===== src/rtl/hrl_pkg.sv =====
package hrl_pkg;
    localparam int CRC_W = 8;
    localparam logic [CRC_W-1:0] CRC_POLY = 8'h07;

    typedef enum logic [1:0] {
        RSP_NONE = 2'b00,
        RSP_ACK  = 2'b01,
        RSP_NACK = 2'b10
    } rsp_t;
endpackage


===== src/rtl/hrl_crc8.sv =====
module hrl_crc8 #(
    parameter int DW = 64
) (
    input  logic [DW-1:0]             data,
    output logic [hrl_pkg::CRC_W-1:0] crc
);
    import hrl_pkg::*;

    always_comb begin
        logic [CRC_W-1:0] acc;
        logic             fb;
        acc = '0;
        for (int i = DW - 1; i >= 0; i--) begin
            fb  = acc[CRC_W-1] ^ data[i];
            acc = {acc[CRC_W-2:0], 1'b0} ^ (fb ? CRC_POLY : '0);
        end
        crc = acc;
    end
endmodule


===== src/rtl/hrl_pipe.sv =====
module hrl_pipe #(
    parameter int W = 8,
    parameter int N = 2
) (
    input  logic         clk,
    input  logic         rst_n,
    input  logic [W-1:0] d,
    output logic [W-1:0] q
);
    logic [W-1:0] stg_d [N];
    logic [W-1:0] stg_q [N];

    always_comb begin
        stg_d[0] = d;
        for (int i = 1; i < N; i++) begin
            stg_d[i] = stg_q[i-1];
        end
    end

    always_ff @(posedge clk or negedge rst_n) begin
        if (!rst_n) begin
            for (int i = 0; i < N; i++) stg_q[i] <= '0;
        end else begin
            for (int i = 0; i < N; i++) stg_q[i] <= stg_d[i];
        end
    end

    assign q = stg_q[N-1];
endmodule


===== src/rtl/hrl_vote.sv =====
module hrl_vote #(
    parameter int W = 2
) (
    input  logic [W-1:0] copy_a,
    input  logic [W-1:0] copy_b,
    input  logic [W-1:0] copy_c,
    output logic [W-1:0] voted
);
    genvar b;
    generate
        for (b = 0; b < W; b++) begin : g_bit
            assign voted[b] = (copy_a[b] & copy_b[b]) | (copy_a[b] & copy_c[b]) |
                              (copy_b[b] & copy_c[b]);
        end
    endgenerate
endmodule


===== src/rtl/hrl_tx.sv =====
module hrl_tx #(
    parameter int DW     = 64,
    parameter int DEPTH  = 5,
    parameter int QDEPTH = 5,
    parameter int SW     = 5
) (
    input  logic                      clk,
    input  logic                      rst_n,
    input  logic                      in_valid,
    input  logic [DW-1:0]             in_flit,
    output logic                      in_ready,
    input  logic [1:0]                rsp,
    input  logic [1:0]                cred_ret,
    output logic                      tx_valid,
    output logic [DW-1:0]             tx_flit,
    output logic [SW-1:0]             tx_seq,
    output logic [hrl_pkg::CRC_W-1:0] tx_crc
);
    import hrl_pkg::*;

    localparam int IW = (DEPTH > 1) ? $clog2(DEPTH) : 1;
    localparam int CW = $clog2(DEPTH + 1);
    localparam int KW = $clog2(QDEPTH + 3);

    typedef struct packed {
        logic [IW-1:0] head;
        logic [IW-1:0] wr;
        logic [CW-1:0] cnt;
        logic [CW-1:0] off;
        logic [KW-1:0] cred;
        logic [SW-1:0] wseq;
    } tx_state_t;

    tx_state_t st_q, st_d;

    logic [DW-1:0] flit_mem [DEPTH];
    logic [SW-1:0] seq_mem  [DEPTH];

    logic          got_ack, got_nack, push, send;
    logic [IW-1:0] snd_idx;

    function automatic logic [IW-1:0] idx_step(input logic [IW-1:0] v);
        return (int'(v) == DEPTH - 1) ? '0 : IW'(int'(v) + 1);
    endfunction

    always_comb begin
        int s;
        int o;
        got_ack  = (rsp == RSP_ACK);
        got_nack = (rsp == RSP_NACK);
        in_ready = (int'(st_q.cnt) < DEPTH) || got_ack;
        push     = in_valid && in_ready;

        s = int'(st_q.head) + int'(st_q.off);
        if (s >= DEPTH) s = s - DEPTH;
        snd_idx = IW'(s);

        send = !got_nack && (st_q.off < st_q.cnt) &&
               ((int'(st_q.cred) + int'(cred_ret)) > 0);

        st_d = st_q;
        if (got_ack) st_d.head = idx_step(st_q.head);
        if (push) begin
            st_d.wr   = idx_step(st_q.wr);
            st_d.wseq = st_q.wseq + 1'b1;
        end
        st_d.cnt  = CW'(int'(st_q.cnt) + (push ? 1 : 0) - (got_ack ? 1 : 0));
        st_d.cred = KW'(int'(st_q.cred) + int'(cred_ret) - (send ? 1 : 0));

        o = int'(st_q.off) + (send ? 1 : 0);
        if (got_ack && o > 0) o = o - 1;
        if (got_nack) o = 0;
        st_d.off = CW'(o);
    end

    always_ff @(posedge clk or negedge rst_n) begin
        if (!rst_n) begin
            st_q      <= '0;
            st_q.cred <= KW'(QDEPTH);
        end else begin
            st_q <= st_d;
        end
    end

    always_ff @(posedge clk) begin
        if (push) begin
            flit_mem[st_q.wr] <= in_flit;
            seq_mem[st_q.wr]  <= st_q.wseq;
        end
    end

    assign tx_valid = send;
    assign tx_flit  = flit_mem[snd_idx];
    assign tx_seq   = seq_mem[snd_idx];

    hrl_crc8 #(.DW(DW)) u_crc (
        .data (tx_flit),
        .crc  (tx_crc)
    );
endmodule


===== src/rtl/hrl_rx.sv =====
module hrl_rx #(
    parameter int DW     = 64,
    parameter int QDEPTH = 5,
    parameter int SW     = 5,
    parameter int TMO    = 8
) (
    input  logic                      clk,
    input  logic                      rst_n,
    input  logic                      lk_valid,
    input  logic [DW-1:0]             lk_flit,
    input  logic [SW-1:0]             lk_seq,
    input  logic [hrl_pkg::CRC_W-1:0] lk_crc,
    output logic [1:0]                rsp,
    output logic [1:0]                cred_ret,
    output logic                      out_valid,
    output logic [DW-1:0]             out_flit,
    input  logic                      out_ready
);
    import hrl_pkg::*;

    localparam int QIW = (QDEPTH > 1) ? $clog2(QDEPTH) : 1;
    localparam int QCW = $clog2(QDEPTH + 1);
    localparam int TW  = $clog2(TMO + 1);

    typedef struct packed {
        logic [SW-1:0]  exp_seq;
        logic           waiting;
        logic [TW-1:0]  timer;
        logic [QIW-1:0] rd;
        logic [QIW-1:0] wr;
        logic [QCW-1:0] cnt;
    } rx_state_t;

    rx_state_t st_q, st_d;

    logic [DW-1:0] q_mem [QDEPTH];
    logic [hrl_pkg::CRC_W-1:0] calc_crc;
    logic bad, accept, discard, send_nack, pop;

    function automatic logic [QIW-1:0] q_step(input logic [QIW-1:0] v);
        return (int'(v) == QDEPTH - 1) ? '0 : QIW'(int'(v) + 1);
    endfunction

    hrl_crc8 #(.DW(DW)) u_chk (
        .data (lk_flit),
        .crc  (calc_crc)
    );

    always_comb begin
        bad       = lk_valid && (calc_crc != lk_crc);
        accept    = lk_valid && !bad && (lk_seq == st_q.exp_seq);
        discard   = lk_valid && !accept;
        send_nack = !accept &&
                    ((bad && !st_q.waiting) ||
                     (st_q.waiting && int'(st_q.timer) == TMO - 1));
        pop       = out_valid && out_ready;

        if (accept)         rsp = RSP_ACK;
        else if (send_nack) rsp = RSP_NACK;
        else                rsp = RSP_NONE;

        cred_ret = 2'(int'(pop) + int'(discard));

        st_d = st_q;
        if (accept) begin
            st_d.exp_seq = st_q.exp_seq + 1'b1;
            st_d.waiting = 1'b0;
            st_d.timer   = '0;
            st_d.wr      = q_step(st_q.wr);
        end else if (send_nack) begin
            st_d.waiting = 1'b1;
            st_d.timer   = '0;
        end else if (st_q.waiting) begin
            st_d.timer   = st_q.timer + 1'b1;
        end
        if (pop) st_d.rd = q_step(st_q.rd);
        st_d.cnt = QCW'(int'(st_q.cnt) + (accept ? 1 : 0) - (pop ? 1 : 0));
    end

    always_ff @(posedge clk or negedge rst_n) begin
        if (!rst_n) st_q <= '0;
        else        st_q <= st_d;
    end

    always_ff @(posedge clk) begin
        if (accept) q_mem[st_q.wr] <= lk_flit;
    end

    assign out_valid = (st_q.cnt != '0);
    assign out_flit  = q_mem[st_q.rd];
endmodule


===== src/rtl/hop_retx_link.sv =====
module hop_retx_link #(
    parameter int DW = 64,
    parameter int NL = 2
) (
    input  logic          clk,
    input  logic          rst_n,
    input  logic          in_valid,
    input  logic [DW-1:0] in_flit,
    output logic          in_ready,
    output logic          out_valid,
    output logic [DW-1:0] out_flit,
    input  logic          out_ready,
    input  logic          link_flip,
    input  logic [2:0]    ack_flip
);
    import hrl_pkg::*;

    localparam int DEPTH  = 2 * NL + 1;
    localparam int QDEPTH = 2 * NL + 1;
    localparam int SW     = $clog2(DEPTH) + 2;
    localparam int TMO    = 2 * NL + 4;
    localparam int LW     = 1 + SW + CRC_W + DW;

    logic              tx_valid;
    logic [DW-1:0]     tx_flit;
    logic [SW-1:0]     tx_seq;
    logic [CRC_W-1:0]  tx_crc;
    logic [DW-1:0]     flip_mask;
    logic [LW-1:0]     fwd_in, fwd_out;
    logic              lk_valid;
    logic [DW-1:0]     lk_flit;
    logic [SW-1:0]     lk_seq;
    logic [CRC_W-1:0]  lk_crc;
    logic [1:0]        rx_rsp;
    logic [1:0]        rx_cred;
    logic [1:0]        cred_back;
    logic [1:0]        rsp_copy [3];
    logic [1:0]        rsp_voted;

    hrl_tx #(.DW(DW), .DEPTH(DEPTH), .QDEPTH(QDEPTH), .SW(SW)) u_tx (
        .clk      (clk),
        .rst_n    (rst_n),
        .in_valid (in_valid),
        .in_flit  (in_flit),
        .in_ready (in_ready),
        .rsp      (rsp_voted),
        .cred_ret (cred_back),
        .tx_valid (tx_valid),
        .tx_flit  (tx_flit),
        .tx_seq   (tx_seq),
        .tx_crc   (tx_crc)
    );

    assign flip_mask = {{(DW-1){1'b0}}, link_flip};
    assign fwd_in    = {tx_valid, tx_seq, tx_crc, tx_flit ^ flip_mask};

    hrl_pipe #(.W(LW), .N(NL)) u_fwd (
        .clk   (clk),
        .rst_n (rst_n),
        .d     (fwd_in),
        .q     (fwd_out)
    );

    assign {lk_valid, lk_seq, lk_crc, lk_flit} = fwd_out;

    hrl_rx #(.DW(DW), .QDEPTH(QDEPTH), .SW(SW), .TMO(TMO)) u_rx (
        .clk       (clk),
        .rst_n     (rst_n),
        .lk_valid  (lk_valid),
        .lk_flit   (lk_flit),
        .lk_seq    (lk_seq),
        .lk_crc    (lk_crc),
        .rsp       (rx_rsp),
        .cred_ret  (rx_cred),
        .out_valid (out_valid),
        .out_flit  (out_flit),
        .out_ready (out_ready)
    );

    hrl_pipe #(.W(2), .N(NL)) u_cred (
        .clk   (clk),
        .rst_n (rst_n),
        .d     (rx_cred),
        .q     (cred_back)
    );

    genvar c;
    generate
        for (c = 0; c < 3; c++) begin : g_rsp
            hrl_pipe #(.W(2), .N(NL)) u_rsp (
                .clk   (clk),
                .rst_n (rst_n),
                .d     (rx_rsp ^ {2{ack_flip[c]}}),
                .q     (rsp_copy[c])
            );
        end
    endgenerate

    hrl_vote #(.W(2)) u_vote (
        .copy_a (rsp_copy[0]),
        .copy_b (rsp_copy[1]),
        .copy_c (rsp_copy[2]),
        .voted  (rsp_voted)
    );
endmodule


===== config.mk =====
export PLATFORM = sky130hd
export DESIGN_NAME = hop_retx_link
export DESIGN_NICKNAME = d
export VERILOG_FILES = /design/src/rtl/hrl_pkg.sv /design/src/rtl/hrl_crc8.sv /design/src/rtl/hrl_pipe.sv /design/src/rtl/hrl_vote.sv /design/src/rtl/hrl_tx.sv /design/src/rtl/hrl_rx.sv /design/src/rtl/hop_retx_link.sv
export SDC_FILE = /design/constraint.sdc
export NUM_CORES = 1
export LEC_CHECK = 0
export BUFFER_PORTS_ARGS = -buffer_cell sky130_fd_sc_hd__clkbuf_2
export CAP_MARGIN = 20
export CORE_MARGIN = 2
export CORE_UTILIZATION = 45
export CTS_BUF_LIST = sky130_fd_sc_hd__clkbuf_4 sky130_fd_sc_hd__clkbuf_8
export CTS_CLUSTER_SIZE = 28
export DETAILED_ROUTE_END_ITERATION = 16
export HOLD_SLACK_MARGIN = 0.05
export PLACE_DENSITY = 0.58
export SLEW_MARGIN = 10
export SYNTH_ARGS = -nofsm -noshare
export SYNTH_HDL_FRONTEND = slang
export SYNTH_SLANG_ARGS = --single-unit

===== constraint.sdc =====
create_clock -name clk -period 13.5 [get_ports clk]
set_clock_uncertainty 0.2 [all_clocks]
set_input_delay 0.675 -clock clk [delete_from_list [all_inputs] [get_ports clk]]
set_output_delay 0.675 -clock clk [all_outputs]
set_load 0.01 [all_outputs]

; ---- After elaboration in Yosys (flattened, before gate mapping)
; Memories as Yosys holds them, arrays and structs flattened. A register that Yosys moved wholly into a read port is not among the register bits.
; Cells that the tools add are included.
[classes]
add_sub_neg = 18
n_lt_le_gt_ge = 5
n_eq_ne = 9
n_mux = 150
n_bitwise = 266
reduce_logical = 22
[op_table]
columns = cell, count
row1 = 8-bit by 3-bit XOR with 8-bit output, 118
row2 = 3-bit 2-to-1 mux, 135
row3 = 1-bit XOR, 116
row4 = 64-bit by 1-bit XOR with 64-bit output, 1
row5 = 7-bit by 3-bit XOR with 7-bit output, 2
row6 = 3-bit by 1-bit adder with 3-bit output (second input constant), 4
row7 = 3-bit == test (second input constant), 4
row8 = 1-bit logical AND, 12
row9 = 6-bit by 3-bit XOR with 6-bit output, 2
row10 = 5-bit by 1-bit adder with 5-bit output (second input constant), 2
row11 = 1-bit 2-to-1 mux, 10
row12 = 1-bit XOR (first input constant), 10
row13 = 5-bit by 3-bit XOR with 5-bit output, 2
row14 = 3-bit subtractor, 3
row15 = 4-bit by 1-bit greater-than comparator with 1-bit output (second input constant), 2
row16 = 4-bit 2-to-1 mux, 2
row17 = 8-bit != test, 1
row18 = 4-bit by 3-bit XOR with 4-bit output, 2
row19 = 3-bit adder, 2
row20 = 1-bit AND, 6
row21 = 3-bit nonzero test, 2
row22 = 2-bit XOR, 3
row23 = 5-bit == test, 1
row24 = 1-bit logical NOT, 5
row25 = 18 further kinds, 23
[totals]
register_bits = 211
ram_bits = 665
in_bits = 72
out_inout_bits = 66
wordCells = 495
mem_count = 3
[mem_list]
columns = memory, words, word_bits, read_ports, rd_clocked_by_memory_dff, write_ports, line_no
row1 = u_rx.q_mem, 5, 64, 1, 0, 1, hrl_rx.sv:36  ; logic [DW-1:0] q_mem [QDEPTH];
row2 = u_tx.flit_mem, 5, 64, 1, 0, 1, hrl_tx.sv:36  ; logic [DW-1:0] flit_mem [DEPTH];
row3 = u_tx.seq_mem, 5, 5, 1, 1, 1, hrl_tx.sv:37  ; logic [SW-1:0] seq_mem [DEPTH];

; ---- Depth between registers and ports, before layout
[logic_depth]
ltp_word = 191
mapped_depth = 27
ltp_nobuf = 18

; ---- Hierarchy
; From an unflattened synthesis, not the netlist that was laid out.
[unflattened]
cells_unflattened = 1948
area_unflattened_um2 = 38435.6
[modules_own_cells]
columns = module, instances, cells_per_inst, area_per_inst_um2, seq_area_each_um2
row1 = hrl_tx, 1, 881, 16708.5, 10862.9
row2 = hrl_rx, 1, 588, 13182.6, 10084.7
row3 = hrl_crc8, 2, 149, 2078.2, 0.0
row4 = hrl_pipe at u_fwd, 1, 156, 3903.7, 3903.7
row5 = hrl_pipe at g_rsp[0].u_rsp ..., 4, 4, 100.1, 100.1
row6 = hop_retx_link, 1, 7, 61.3, 0.0
row7 = hrl_vote, 1, 2, 22.5, 0.0

; ---- Least setup slack after synthesis
; OpenSTA, ideal clock, no wires.
[synth_timing]
kind = register to register
start = reg u_fwd.stg_q (netlist bit u_fwd.q[62])
end = mem u_rx.q_mem[4][0], enable pin
setup_time_ns = 0.666
t_arrival_ns = 10.561
t_required_ns = 12.634
slack_ns = 2.072
stages_incl_launch_ff = 14
path_buffers = 0
synth_period_minus_slack_ns = 11.428
cell_sequence = dfrtp_1 > xnor2_2 > xor3_1 > xor3_1 > xnor3_2 > xnor3_2 > xnor3_1 > xnor3_1 > xnor2_2 > mux2i_1 > a2bb2oi_1 > nor2_1 > nand2_1 > nor4b_1
[synth_via]
elab_chain_len = 92
elab_cells_between_ends = 178
cone_classes = eq/ne: 1 / mux: 56 / bitwise: 117 / reduce/logical: 4
[synth_lines]
columns = element, line_no
row1 = from (decl), hrl_pipe.sv:11  ; logic [W-1:0] stg_q [N];
row2 = 1-bit XOR *, hrl_crc8.sv:14  ; fb = acc[CRC_W-1] ^ data[i];
row3 = 3-bit 2-to-1 mux *, hrl_crc8.sv:15  ; acc = {acc[CRC_W-2:0], 1'b0} ^ (fb ? CRC_POLY : '0);
row4 = 4-bit by 3-bit XOR with 4-bit output *, hrl_crc8.sv:15
row5 = 5-bit by 3-bit XOR with 5-bit output *, hrl_crc8.sv:15
row6 = 6-bit by 3-bit XOR with 6-bit output *, hrl_crc8.sv:15
row7 = 7-bit by 3-bit XOR with 7-bit output *, hrl_crc8.sv:15
row8 = 8-bit by 3-bit XOR with 8-bit output * (2 in a row), hrl_crc8.sv:15
row9 = 1-bit XOR / 8-bit by 3-bit XOR with 8-bit output (equally long branches), "hrl_crc8.sv:14, hrl_crc8.sv:15"
row10 = [... 74 more ...], --
row11 = 3-bit 2-to-1 mux / 8-bit by 3-bit XOR with 8-bit output (equally long branches), hrl_crc8.sv:15
row12 = 8-bit by 3-bit XOR with 8-bit output *, hrl_crc8.sv:15
row13 = 8-bit != test *, hrl_rx.sv:50  ; bad = lk_valid && (calc_crc != lk_crc);
row14 = 1-bit logical AND *, hrl_rx.sv:50
row15 = 1-bit logical NOT *, hrl_rx.sv:51  ; accept = lk_valid && !bad && (lk_seq == st_q.exp_seq);
row16 = 1-bit logical AND * (2 in a row), hrl_rx.sv:51
row17 = 1-bit 2-to-1 mux *, hrl_rx.sv:86  ; if (accept) q_mem[st_q.wr] <= lk_flit;
row18 = 1-bit 2-to-1 mux (not written as such) *, hrl_rx.sv:86
row19 = to (decl), hrl_rx.sv:36
; Mark *: on every way between the ends. The rest lies on a longest branch, timed or not.

; ---- Final worst setup path
[layout_timing]
start = reg u_tx.st_q[17] (netlist bit)
end = reg u_fwd.stg_q (netlist bit u_fwd.stg_d[67])
[layout_via]
elab_chain_len = 89
elab_cells_between_ends = 185
cone_classes = add/sub: 2 / order compare: 1 / mux: 60 / bitwise: 121 / memory: 1
[layout_lines]
columns = element, line_no
row1 = from (decl), hrl_tx.sv:34  ; tx_state_t st_q, st_d;
row2 = from (signal assigned), hrl_tx.sv:81  ; st_q <= st_d;
row3 = 3-bit by 3-bit adder with 4-bit output *, hrl_tx.sv:54  ; s = int'(st_q.head) + int'(st_q.off);
row4 = 4-bit by 3-bit greater-or-equal comparator with 1-bit output / 3-bit subtractor (equally long branches), hrl_tx.sv:55  ; if (s >= DEPTH) s = s - DEPTH;
row5 = 3-bit 2-to-1 mux *, hrl_tx.sv:55
row6 = memory read 5 x 64 bit *, --
row7 = 1-bit XOR, hrl_crc8.sv:14
row8 = 3-bit 2-to-1 mux, hrl_crc8.sv:15
row9 = 4-bit by 3-bit XOR with 4-bit output, hrl_crc8.sv:15
row10 = 5-bit by 3-bit XOR with 5-bit output, hrl_crc8.sv:15
row11 = [... 69 more ...], --
row12 = 3-bit 2-to-1 mux / 1-bit XOR (equally long branches), "hrl_crc8.sv:15, hrl_crc8.sv:14"
row13 = 8-bit by 3-bit XOR with 8-bit output / 3-bit 2-to-1 mux (equally long branches), hrl_crc8.sv:15
row14 = 8-bit by 3-bit XOR with 8-bit output (5 in a row), hrl_crc8.sv:15
row15 = 1-bit XOR / 8-bit by 3-bit XOR with 8-bit output (equally long branches), "hrl_crc8.sv:14, hrl_crc8.sv:15"
row16 = 3-bit 2-to-1 mux / 1-bit XOR (equally long branches), "hrl_crc8.sv:15, hrl_crc8.sv:14"
row17 = 8-bit by 3-bit XOR with 8-bit output / 3-bit 2-to-1 mux (equally long branches), hrl_crc8.sv:15
row18 = 8-bit by 3-bit XOR with 8-bit output * (2 in a row), hrl_crc8.sv:15
row19 = via fwd_in[67], hop_retx_link.sv:29  ; logic [LW-1:0] fwd_in, fwd_out;
; The timed path passes the listed nets; every way through them passes the cells marked *.
; A chain may end at the register's enable or synchronous reset.

==> results.yml <==
run_status:
  outcome: "finished, final reports clean"
clock_tree:
  cts-htree-levels: 4
  cts_root_buf: "clkbuf_8"
  postCtsSetupRepairBufs: 0
  cts-resized-gates: 0
  clk_pin_slew_ps: 60
  clock_latency_ps: 780
  cts-buffers-inserted: 147
  cts_hold_buf: 69
  cts_tree: "done"
  cts_sinks: 876
  clk_path_buf_depth: 3
placement:
  io_buffers: 137
  dp_hpwl_um: 52800
  place.gp.congestion: 0.833
  placed_cells: 3217
detailed_routing:
  drc: 0
  drt_wl_total_um: 81700
  drtAntennaViolNets: 0
  vias: 18700
  wl_per_cell_um: 23.0
  firstDrtPassIters: 5
  drt-initial-drc-count: 1304
  viasPerCell: 5.26
worst_setup_path:
  r2r_cells: 18
  rrSetupSlack_ps: 5560
  startpoint_type: "register"
  crit_path_end_kind: "register"
  startpoint: "u_tx.st_q[17]"
  r2r-start: "u_tx.st_q[17]"
  crit_required_ps: 13960
  worstSetupPathType: "reg -> reg"
  crit_fanout: 45
  critPathArrivalTime_ps: 8400
yosys:
  syn_inst: 2042
  ys.flop_type: "edfxtp_1"
  synth_top_area_cell: "edfxtp_1"
  synthTopCellsByArea: "edfxtp_1, dfrtp_1, mux4_2"
  yosys.cell_types.count: 66
  synth-edff-count: 665
  synth_top_area_share_pct: 52.7
  syn_nets: 2150
  synth-seq-cells: 876
  async_reset_ff_share_pct: 24.1
  syn_area_per_cell_um2: 18.6
  mappedNetlistArea_um2: 37900
  yosysWarnings: 0
  ys_seq_area_share_pct: 66.6
global_routing:
  met2_usage_pct: 31.0
  grt_pass1_vias: 19700
  grt_pass1_wl_um: 122000
  grt_busiest_layer: "met2"
  use_met1_pct: 26.5
  grt_max_degree: 135
  grt_use_met3_pct: 3.96
  grt_usage_pct: 19.2
  antenna_found_initial: 3
  gr-total-overflow: 0
timing:
  worst_pin_slew_ps: 1080
  tns_ps: 0
  hold_viol: 0
  setup_viol: 0
  fin_crit_sh_pct: 58.8
  period_minus_slack_ps: 7940
  relSlewSlack_pct: 27.5
  rsz0062_at_grt: "false"
  slew_viol_final: 0
  fmax_mhz: 126
final_layout:
  final_common_cell: "edfxtp_1"
  final_cell_mix: "edfxtp_1, dfrtp_1, xnor2_1"
  syn_to_final_growth_pct: 15.4
  layout-drive-gt1-share_pct: 27.8
  fill_cells: 6736
  instances_no_fill: 3558
  nNetsFinal: 2463
floorplan:
  die-area_um2: 86500
  rows: 106
  initial_core_util_pct: 45.3
  die_h_um: 294
  die_x_um: 294
  io_pins: 138
  core-area_um2: 83600
job:
  maxCapViolations: 0
min_path:
  hold_start: "u_fwd.stg_d[55]"
  holdPathStages: 0
  hp-class: "reg -> reg"
cell usage after synthesis, types with 3 or more instances:
library cell  number
xnor3_2            3
xnor2_1          189
o41ai_1            3
nand2_1          111
o21ai_1            5
a21o_1             4
mux4_2           158
a21oi_1           28
nand2b_1           5
xor3_1            21
buf_4              6
mux2_2            82
nor4_1             9
xnor3_1           71
dfrtp_1          209
ha_1              32
a2111oi_0          4
o21ai_0           41
mux2i_1           82
xor2_1            86
inv_1             39
buf_6              5
nand3_1            7
buf_1             13
clkbuf_1          31
edfxtp_1         665
fa_1               4
nor2b_1            5
xnor2_2           10
nor2_1            42
nand4_1            3
buf_2             18
and2_1             5
layout make-up:
type                       instances  area [um2]  area share, %
antenna                            3        7.51         0.0172
inverter                          40         150          0.343
multi-input combinational       1053       12200           28.0
timing repair buffer             237        1620           3.70
clock inverter                    69         578           1.32
clock buffer                     200        2510           5.75
sequential                       876       25300           57.8
tap                             1080        1350           3.09
registers in the layout, indices dropped and copies added, names as in the netlist:
register,flops
g_rsp.u_rsp.stg_d,6
u_fwd.q,78
u_fwd.stg_d,78
u_cred.stg_d,2
u_tx.seq_mem,25
u_rx.st_q,19
u_cred.q,2
u_tx.flit_mem,320
g_rsp.u_rsp.q,6
u_rx.q_mem,320
u_tx.st_q,20
logic make-up after synthesis:
kind of cell	Yosys count	synth area share, %
flip-flops	876	66.6
XOR/XNOR	381	12.6
multiplexers	324	14.1
AND/OR/NAND/NOR	200	2.29
buffers and inverters	113	1.34
AO/OA/AOI/OAI	112	1.84
adder cells (fa/ha/maj)	36	1.27
metal layers:
layer,up-vias,share of wire [%]
met5,-,0
met4,0,2.0
met3,129,4.7
met2,442,48
met1,9683,45
li1,8446,-
critical path, cell delays in order, from the launching register on:
cell	delay [ps]
dfrtp_1	440
ha_4	190
fa_2	510
buf_4	680
inv_1	160
ha_1	340
nand2b_1	180
a221o_2	710
buf_4	550
mux2i_1	370
xor3_1	480
a21oi_1	510
xor3_1	360
xnor2_1	300
xor3_1	440
xnor3_1	430
xnor2_2	250
xor2_1	260
xnor3_1	440
worst paths after layout:
path	end
max in group asynchronous	u_fwd.stg_d[10]
hold reg to reg	u_fwd.q[55]
hold / removal	u_fwd.q[55]
setup / recovery	u_fwd.stg_d[67]
min in group asynchronous	u_tx.st_q[11]
setup reg to reg	u_fwd.stg_d[67]
stage by stage:
stage	util [%]	instance area [um2]	setup WS (ps)	hold WS [ps]
after floorplan	-	37900	2070	131
after global placement	47.8	39900	5590	132
after detailed placement	47.8	39900	5400	135
after CTS	52.3	43700	5450	147
after global routing	52.3	43700	5000	152
final	52.3	43700	5560	145
Power is not shown: default switching activity piles up to over one toggle a cycle in this logic, so the estimate is an artifact.
